==> src/rtl/holdoff_pkg.sv <==
package holdoff_pkg;

    typedef enum logic [0:0] {
        ST_ARMED = 1'b0,
        ST_HOLD  = 1'b1
    } hold_state_t;

    localparam int STAT_SEEN = 0;
    localparam int STAT_HOLD = 1;
    localparam int STAT_W    = 2;

endpackage

==> src/rtl/holdoff_slope.sv <==
module holdoff_slope #(
    parameter int SRC_N         = 3,
    parameter int SRC_SHIFT     = 2,
    parameter int BASE_INC      = 1,
    parameter int CAP_DIV_SHIFT = 3,
    parameter int TOT_W         = 7,
    parameter int STEP_W        = 10
) (
    input  logic [SRC_N-1:0]  src_en,
    input  logic              fine_sel,
    output logic [STEP_W-1:0] step
);

    logic [TOT_W-1:0] term [SRC_N];
    logic [TOT_W-1:0] total;

    // one weighted term per switchable source
    generate
        for (genvar i = 0; i < SRC_N; i++) begin : g_src
            assign term[i] = src_en[i] ? (TOT_W'(1) << (SRC_SHIFT * (i + 1))) : '0;
        end
    endgenerate

    always_comb begin
        total = TOT_W'(BASE_INC);
        for (int i = 0; i < SRC_N; i++) begin
            total = total + term[i];
        end
    end

    // ramp counts in eighths: the coarse range scales up, the fine range does not
    assign step = fine_sel ? STEP_W'(total) : (STEP_W'(total) << CAP_DIV_SHIFT);

endmodule

==> src/rtl/holdoff_ramp_fsm.sv <==
module holdoff_ramp_fsm
    import holdoff_pkg::*;
#(
    parameter int REF_W         = 8,
    parameter int STEP_W        = 10,
    parameter int ACC_W         = 12,
    parameter int CAP_DIV_SHIFT = 3
) (
    input  logic              clk,
    input  logic              rst_n,
    input  logic              trig_in,
    input  logic [STEP_W-1:0] step,
    input  logic [REF_W-1:0]  ref_level,
    output logic              trig_enable,
    output logic              hold_active,
    output logic              accept,
    output logic [ACC_W-1:0]  ramp_acc
);

    hold_state_t      state_q, state_d;
    logic [ACC_W-1:0] acc_d;
    logic [ACC_W-1:0] acc_sum;
    logic [ACC_W-1:0] ref_scaled;
    logic             crossed;

    assign acc_sum    = ramp_acc + ACC_W'(step);
    assign ref_scaled = ACC_W'({ref_level, {CAP_DIV_SHIFT{1'b0}}});
    assign crossed    = (acc_sum >= ref_scaled);

    // state register
    always_ff @(posedge clk) begin
        if (!rst_n) begin
            state_q  <= ST_ARMED;
            ramp_acc <= '0;
        end else begin
            state_q  <= state_d;
            ramp_acc <= acc_d;
        end
    end

    // transitions
    always_comb begin
        state_d = state_q;
        acc_d   = '0;
        unique case (state_q)
            ST_ARMED: begin
                if (trig_in) state_d = ST_HOLD;       // ARM_TO_HOLD
            end
            ST_HOLD: begin
                if (crossed) state_d = ST_ARMED;      // HOLD_TO_ARM, ramp cleared
                else         acc_d   = acc_sum;
            end
            default: state_d = ST_ARMED;
        endcase
    end

    // outputs
    always_comb begin
        trig_enable = 1'b0;
        hold_active = 1'b0;
        accept      = 1'b0;
        unique case (state_q)
            ST_ARMED: begin
                trig_enable = 1'b1;
                accept      = trig_in;
            end
            ST_HOLD:  hold_active = 1'b1;
            default:  trig_enable = 1'b0;
        endcase
    end

endmodule

==> src/rtl/holdoff_ctrl_regs.sv <==
module holdoff_ctrl_regs
    import holdoff_pkg::*;
#(
    parameter int SEL_W = 5
) (
    input  logic              clk,
    input  logic              rst_n,
    input  logic              wr_en,
    input  logic [SEL_W-1:0]  wr_data,
    input  logic              status_rd,
    input  logic              accept,
    input  logic              hold_active,
    output logic [SEL_W-1:0]  sel_q,
    output logic [STAT_W-1:0] status_o
);

    logic seen_q;

    always_ff @(posedge clk) begin
        if (!rst_n) begin
            sel_q  <= '0;
            seen_q <= 1'b0;
        end else begin
            if (wr_en) sel_q <= wr_data;
            if (accept)         seen_q <= 1'b1;   // set has priority over clear
            else if (status_rd) seen_q <= 1'b0;
        end
    end

    always_comb begin
        status_o            = '0;
        status_o[STAT_SEEN] = seen_q;
        status_o[STAT_HOLD] = hold_active;
    end

endmodule

==> src/rtl/holdoff_timer.sv <==
module holdoff_timer
    import holdoff_pkg::*;
#(
    parameter int SRC_N         = 3,
    parameter int SRC_SHIFT     = 2,
    parameter int BASE_INC      = 1,
    parameter int CAP_DIV_SHIFT = 3,
    parameter int REF_W         = 8,
    localparam int SEL_W        = SRC_N + 2
) (
    input  logic              clk,
    input  logic              rst_n,
    input  logic              trig_in,
    input  logic              wr_en,
    input  logic [SEL_W-1:0]  wr_data,
    input  logic              status_rd,
    input  logic [REF_W-1:0]  ref_level,
    output logic              trig_enable,
    output logic [STAT_W-1:0] status_o,
    output logic              ext_reset_o
);

    localparam int TOT_W  = SRC_SHIFT * SRC_N + 1;
    localparam int STEP_W = TOT_W + CAP_DIV_SHIFT;
    localparam int REF_SC = REF_W + CAP_DIV_SHIFT;
    localparam int ACC_W  = ((REF_SC > STEP_W) ? REF_SC : STEP_W) + 1;
    localparam int FINE_B = SRC_N;
    localparam int XRST_B = SRC_N + 1;

    logic [SEL_W-1:0]  sel_q;
    logic [STEP_W-1:0] ramp_step;
    logic [ACC_W-1:0]  ramp_acc;
    logic              hold_active;
    logic              accept;

    holdoff_ctrl_regs #(.SEL_W(SEL_W)) u_regs (
        .clk         (clk),
        .rst_n       (rst_n),
        .wr_en       (wr_en),
        .wr_data     (wr_data),
        .status_rd   (status_rd),
        .accept      (accept),
        .hold_active (hold_active),
        .sel_q       (sel_q),
        .status_o    (status_o)
    );

    holdoff_slope #(
        .SRC_N(SRC_N), .SRC_SHIFT(SRC_SHIFT), .BASE_INC(BASE_INC),
        .CAP_DIV_SHIFT(CAP_DIV_SHIFT), .TOT_W(TOT_W), .STEP_W(STEP_W)
    ) u_slope (
        .src_en   (sel_q[SRC_N-1:0]),
        .fine_sel (sel_q[FINE_B]),
        .step     (ramp_step)
    );

    holdoff_ramp_fsm #(
        .REF_W(REF_W), .STEP_W(STEP_W), .ACC_W(ACC_W), .CAP_DIV_SHIFT(CAP_DIV_SHIFT)
    ) u_fsm (
        .clk         (clk),
        .rst_n       (rst_n),
        .trig_in     (trig_in),
        .step        (ramp_step),
        .ref_level   (ref_level),
        .trig_enable (trig_enable),
        .hold_active (hold_active),
        .accept      (accept),
        .ramp_acc    (ramp_acc)
    );

    assign ext_reset_o = sel_q[XRST_B];

endmodule

==> config.mk <==
export PLATFORM = sky130hd
export DESIGN_NAME = holdoff_timer
export DESIGN_NICKNAME = d
export VERILOG_FILES = /design/src/rtl/holdoff_pkg.sv /design/src/rtl/holdoff_slope.sv /design/src/rtl/holdoff_ramp_fsm.sv /design/src/rtl/holdoff_ctrl_regs.sv /design/src/rtl/holdoff_timer.sv
export SDC_FILE = /design/constraint.sdc
export NUM_CORES = 1
export LEC_CHECK = 0
export ABC_CLOCK_PERIOD_IN_PS = 3900
export BUFFER_PORTS_ARGS = -buffer_cell sky130_fd_sc_hd__buf_2
export CORE_MARGIN = 4
export CORE_UTILIZATION = 38
export DETAILED_ROUTE_END_ITERATION = 10
export PLACE_DENSITY_LB_ADDON = 0.2
export REMOVE_ABC_BUFFERS = 1
export SLEW_MARGIN = 20
export SYNTH_ARGS = -nofsm -noshare
export SYNTH_HDL_FRONTEND = slang
export SYNTH_HIERARCHICAL = 1
export SYNTH_SLANG_ARGS = --single-unit
export TNS_END_PERCENT = 1
==> constraint.sdc <==
create_clock -name clk -period 3.9 [get_ports clk]
set_input_delay 1.17 -clock clk [delete_from_list [all_inputs] [get_ports clk]]
set_output_delay 1.17 -clock clk [all_outputs]
set_load 0.01 [all_outputs]
* After elaboration in Yosys (flattened, before gate mapping)
Cells that the tools add are included.
Storage, ports and cells: register bits 19, bits of input ports 18, output and inout port bits 4, word-level logic and storage cells 25
Cells by class: add/subtract/negate cells 4, $lt $le $gt $ge 1, multiplexer cells 12, bitwise logic cells 2, reduce and logical (&&, ||, !) cells 2
Operators with widths (count):
- $add 7x7->7 | 2
- $add 12x10->12 | 1
- $ge 12x11->1 | 1
- $mux 10 | 1
- $add 1x7->7 const A | 1
- $mux 1 | 7
- $mux 7 | 1
- $mux 5 | 1
- $mux 3 | 1
- $reduce_or 3->1 | 1
- $not 1->1 | 2
- $pmux 1 s2 | 1
- $reduce_bool 2->1 | 1

* Depth between registers and ports, before layout
depth after elaboration 9, mapped depth 14, mapped depth without buffers 12

* Cells and area by module
Netlist, hierarchy kept.
Modules (own cells, without submodules):
- holdoff_ramp_fsm | instances 1, cells an instance 121, area each 1152.4 um^2, seq. area each 260.2 um^2
- holdoff_ctrl_regs | instances 1, cells an instance 21, area each 241.5 um^2, seq. area each 120.1 um^2
- holdoff_slope | instances 1, cells an instance 11, area each 67.6 um^2, seq. area each 0.0 um^2

* Worst setup path after synthesis
No wires, ideal clock.
kind reg2reg, start point register u_regs.sel_q[3], end point register u_fsm.ramp_acc[4], setup time 0.080 ns, arrival 3.290 ns, required time 3.820 ns, path slack 0.530 ns, cell stages (with the launch flop) 14, buffers on the path 2, clock period less this slack 3.370 ns, cells stage by stage dfxtp_1 -> buf_4 -> ha_1 -> fa_1 -> a211oi_1 -> o21ai_0 -> a31oi_1 -> mux2_2 -> ha_1 -> a221o_1 -> a31oi_4 -> o211ai_2 -> buf_6 -> nor3b_1
Between the ends: word-level cells in the longest chain between the ends 4
Ends and longest elaborated chain:
- start, declared | line holdoff_ctrl_regs.sv:13 | output logic [SEL_W-1:0] sel_q,
- start signal, assigned | line holdoff_ctrl_regs.sv:24 | if (wr_en) sel_q <= wr_data;
- $mux 10 | line holdoff_slope.sv:32 | assign step = fine_sel ? STEP_W'(total) : (STEP_W'(total) << CAP_DIV_SHIFT);
- via ramp_step[0] | line holdoff_timer.sv:31 | logic [STEP_W-1:0] ramp_step;
- $add 12x10->12 | line holdoff_ramp_fsm.sv:26 | assign acc_sum = ramp_acc + ACC_W'(step);
- via u_fsm.acc_sum[10] | line holdoff_ramp_fsm.sv:22 | logic [ACC_W-1:0] acc_sum;
- $ge 12x11->1 | line holdoff_ramp_fsm.sv:28 | assign crossed = (acc_sum >= ref_scaled);
- $reduce_or 3->1 (no source line)
- end signal, assigned | line holdoff_ramp_fsm.sv:34 | ramp_acc <= '0;
- end signal, assigned | line holdoff_ramp_fsm.sv:37 | ramp_acc <= acc_d;
- end, declared | line holdoff_ramp_fsm.sv:17 | output logic [ACC_W-1:0] ramp_acc
The timed path passes the listed nets, and every way through them passes these cells. A chain may end at the register's enable or synchronous reset.

* Final worst setup path
start point register u_regs.sel_q[3], end point register u_fsm.ramp_acc[5]
Between the ends: word-level cells in the longest chain between the ends 4
Ends and longest elaborated chain (line):
- $mux 10 | holdoff_slope.sv:32
- $add 12x10->12 | holdoff_ramp_fsm.sv:26
- via u_fsm.acc_sum[10] | holdoff_ramp_fsm.sv:22
- $ge 12x11->1 | holdoff_ramp_fsm.sv:28
- $reduce_or 3->1 (no source line)
The timed path passes the listed nets, and every way through them passes these cells.

==> results_dict.tcl <==
set metrics [dict create \
    netlist_area_um2 1460 \
    period_share_pct 92.6 \
    skew_ns 0.00194 \
    num_antenna_cells 0 \
    max-clock-path-buffers 2 \
    wl_mm 2.82 \
    postSynthAreaPerCell_um2 9.55 \
    first_iter_violations 34 \
    ys.flop_type "dfxtp_1" \
    whs_ns 0.537 \
    io_buffers 21 \
    grt_remaining_overflow 0 \
    leakagePower_nw 0.780 \
    critPathLaunch "u_regs/sel_q[3]" \
    antenna_found_initial 0 \
    num_vias 1105 \
    syn_to_final_growth_pct 11.3 \
    ios 22 \
    place_hpwl_mm 2.27 \
    yosys_warnings 6 \
    synth_seq_cells 19 \
    fp.dieW_um 70.0 \
    cts.sinks 19 \
    regArea_um2 380 \
    wl_met1_mm 1.47 \
    grt_usage_pct 12.0 \
    maxClockFrequency_ghz 0.277 \
    start_util_pct 39.6 \
    crit_fanout 12 \
    rsz0062_at_grt "false" \
    fillers 368 \
    power_mw 0.408 \
    synth_top_area_share_pct 26.0 \
    cp-end-kind "flop" \
    maxCapViolCount 0 \
    rows 22 \
    ys_seq_area_share_pct 26.0 \
    reg2reg_from "u_regs/sel_q[3]" \
    yosysTopAreaCell "dfxtp_1" \
    final_area_um2 1630 \
    via_per_inst 5.05 \
    dieHeight_um 70.0 \
    setup_tns_ns 0 \
    clk_pin_slew_ns 0.06 \
    synth-edff-count 0 \
    hp-start "u_regs/sel_q[4]" \
    clock_latency_ns 0.25 \
    dieArea_um2 4900 \
    worstPathRequired_ns 4.07 \
    ctsHoldBuffers 0 \
    top_layer_used "met4" \
    hp-class "flop to flop" \
    grt_max_degree 13 \
    cts_buffers 3 \
    period_needed_ns 3.61 \
    grt_pass1_wl_mm 4.91 \
    gp_congestion 0.900 \
    multi_input_area_um2 991 \
    vdd_ir_drop_max_uv 176 \
    status "finished, final reports clean" \
    antenna_left 0 \
    wl_per_cell_um 12.9 \
    critPathLaunchType "flop" \
    yosysUniqueCellTypes 45 \
    p_per_area_nw_per_um2 251 \
    dpl_cell_area_um2 1570 \
    first_pass_iters 4 \
    grt_pass1_vias 1085 \
    core_area_um2 3690 \
    slew_violations 0 \
    dr_wl_met3_um 111 \
    met2_length_mm 1.22 \
    hold_violations 0 \
    setup_viol 0 \
    critPathKind "flop to flop" \
    drc 0 \
    cts-root-buf "clkbuf_8" \
    arrival_ns 3.78 \
    netlist_instances 153 \
    nNetsFinal 209 \
    synth_area_leaders "dfxtp_1 26%, ha_1 15%, nor3b_2 5.1%" \
    h-tree-depth 1 \
    drive_gt1_share_pct 22.2 \
    async_flop_share_pct 0 \
    cts_tree "built" \
]
==> cell families (layout without fill, tap and decap cells) <==
group / count (synthesis) / in the layout / share of synthesized area [%]
compound gates: 37 / 37 / 19.4
xor+xnor: 9 / 9 / 5.39
fa+ha+maj: 19 / 19 / 16.8
buf+inv: 19 / 36 / 7.45
flops: 19 / 19 / 26.0
mux: 7 / 7 / 4.88
other cells: 2 / 3 / 0.514
simple gates: 41 / 41 / 19.5
==> routing by layer <==
layer	vias up	track usage, %
li1	580	-
met1	500	17.0
met2	23	18.3
met3	2	1.44
met4	0	4.89
met5	-	0
==> cells in the mapped netlist, types with 2 or more instances <==
library cell	n
buf_4	6
buf_6	2
nor2_1	4
and2_1	3
o21bai_1	2
a21oi_1	6
xnor2_1	8
nor3_1	3
conb_1	2
nor3b_1	3
mux2i_1	6
o21a_1	2
dfxtp_1	19
a221o_1	2
nor3b_2	6
inv_1	10
nand3_1	2
ha_1	18
a211oi_1	2
o21ai_0	7
nand2_1	3
a21o_1	4
nor2b_1	11
==> critical path, stage by stage (launching register included) <==
cell and delay (ns):
dfxtp_1 0.39, ha_1 0.27, fa_1 0.43, a211oi_1 0.34, o21ai_0 0.18, a31oi_2 0.27
mux2_2 0.38, ha_1 0.31, a221o_1 0.36, a31oi_4 0.18, o211ai_4 0.20, nor3b_1 0.22
==> state kept, by name (all words and copies together), names as in the netlist <==
name	flops
u_fsm/ramp_acc	12
u_fsm/state_q	1
u_regs/seen_q	1
u_regs/sel_q	5
==> power breakdown <==
part | internal (mW) | total [mW] | switching (mW) | leakage, nW
registers | 0.200 | 0.205 | 0.00482 | 0.155
clock network | 0.0724 | 0.131 | 0.0585 | 0.0228
logic | 0.0345 | 0.0722 | 0.0378 | 0.602
==> stage by stage <==
step           utilization, %  setup slack (ns)  instances
6_report                 44.1             0.288        219
5_1_grt                  44.1            0.0363        219
4_1_cts                  43.7             0.128        219
3_5_place_dp             42.5             0.153        215
3_3_place_gp             42.5             0.303        215
2_1_floorplan               -             0.576        145
==> area by class of cell <==
| type | instances | share of cell area, % |
|---|---|---|
| tap | 48 | 3.69 |
| clock buffer | 4 | 2.77 |
| timing repair buffer | 22 | 6.92 |
| inverter | 10 | 2.31 |
| sequential | 19 | 23.4 |
| multi-input combinational | 116 | 60.9 |
==> worst paths after layout <==
| check | endpoint | slack, ns | cells after the start |
|---|---|---|---|
| max | u_fsm/ramp_acc[5] | 0.29 | 11 |
| min | u_regs/sel_q[4] | 0.54 | 2 |
| max reg2reg | u_fsm/ramp_acc[5] | 0.29 | 11 |
| min reg2reg | u_regs/sel_q[4] | 0.54 | 2 |
==> repair_timing <==
action                     CTS  global route
setup endpoints to repair    0            12
gates resized for setup      0             2
setup buffers                0             0
==> placed cells by master (no fill, tap or decap), types with 2 or more instances in the layout <==
cell      Yosys  final
clkbuf_8      0      3
xnor2_1       8      8
conb_1        2      3
o21a_1        2      2
a21o_1        4      4
ha_1         18     18
a211oi_1      2      2
a21oi_1       6      6
and2_1        3      3
nor3b_1       3      3
buf_2         0     21
nand3_1       2      2
inv_1        10     10
nor2_1        4      4
a221o_1       2      2
o21ai_0       7      7
dfxtp_1      19     19
nor3_1        3      3
nor3b_2       6      6
mux2i_1       6      6
nand2_1       3      3
o21bai_1      2      2
nor2b_1      11     11
Power figures use the tool's default switching activity.
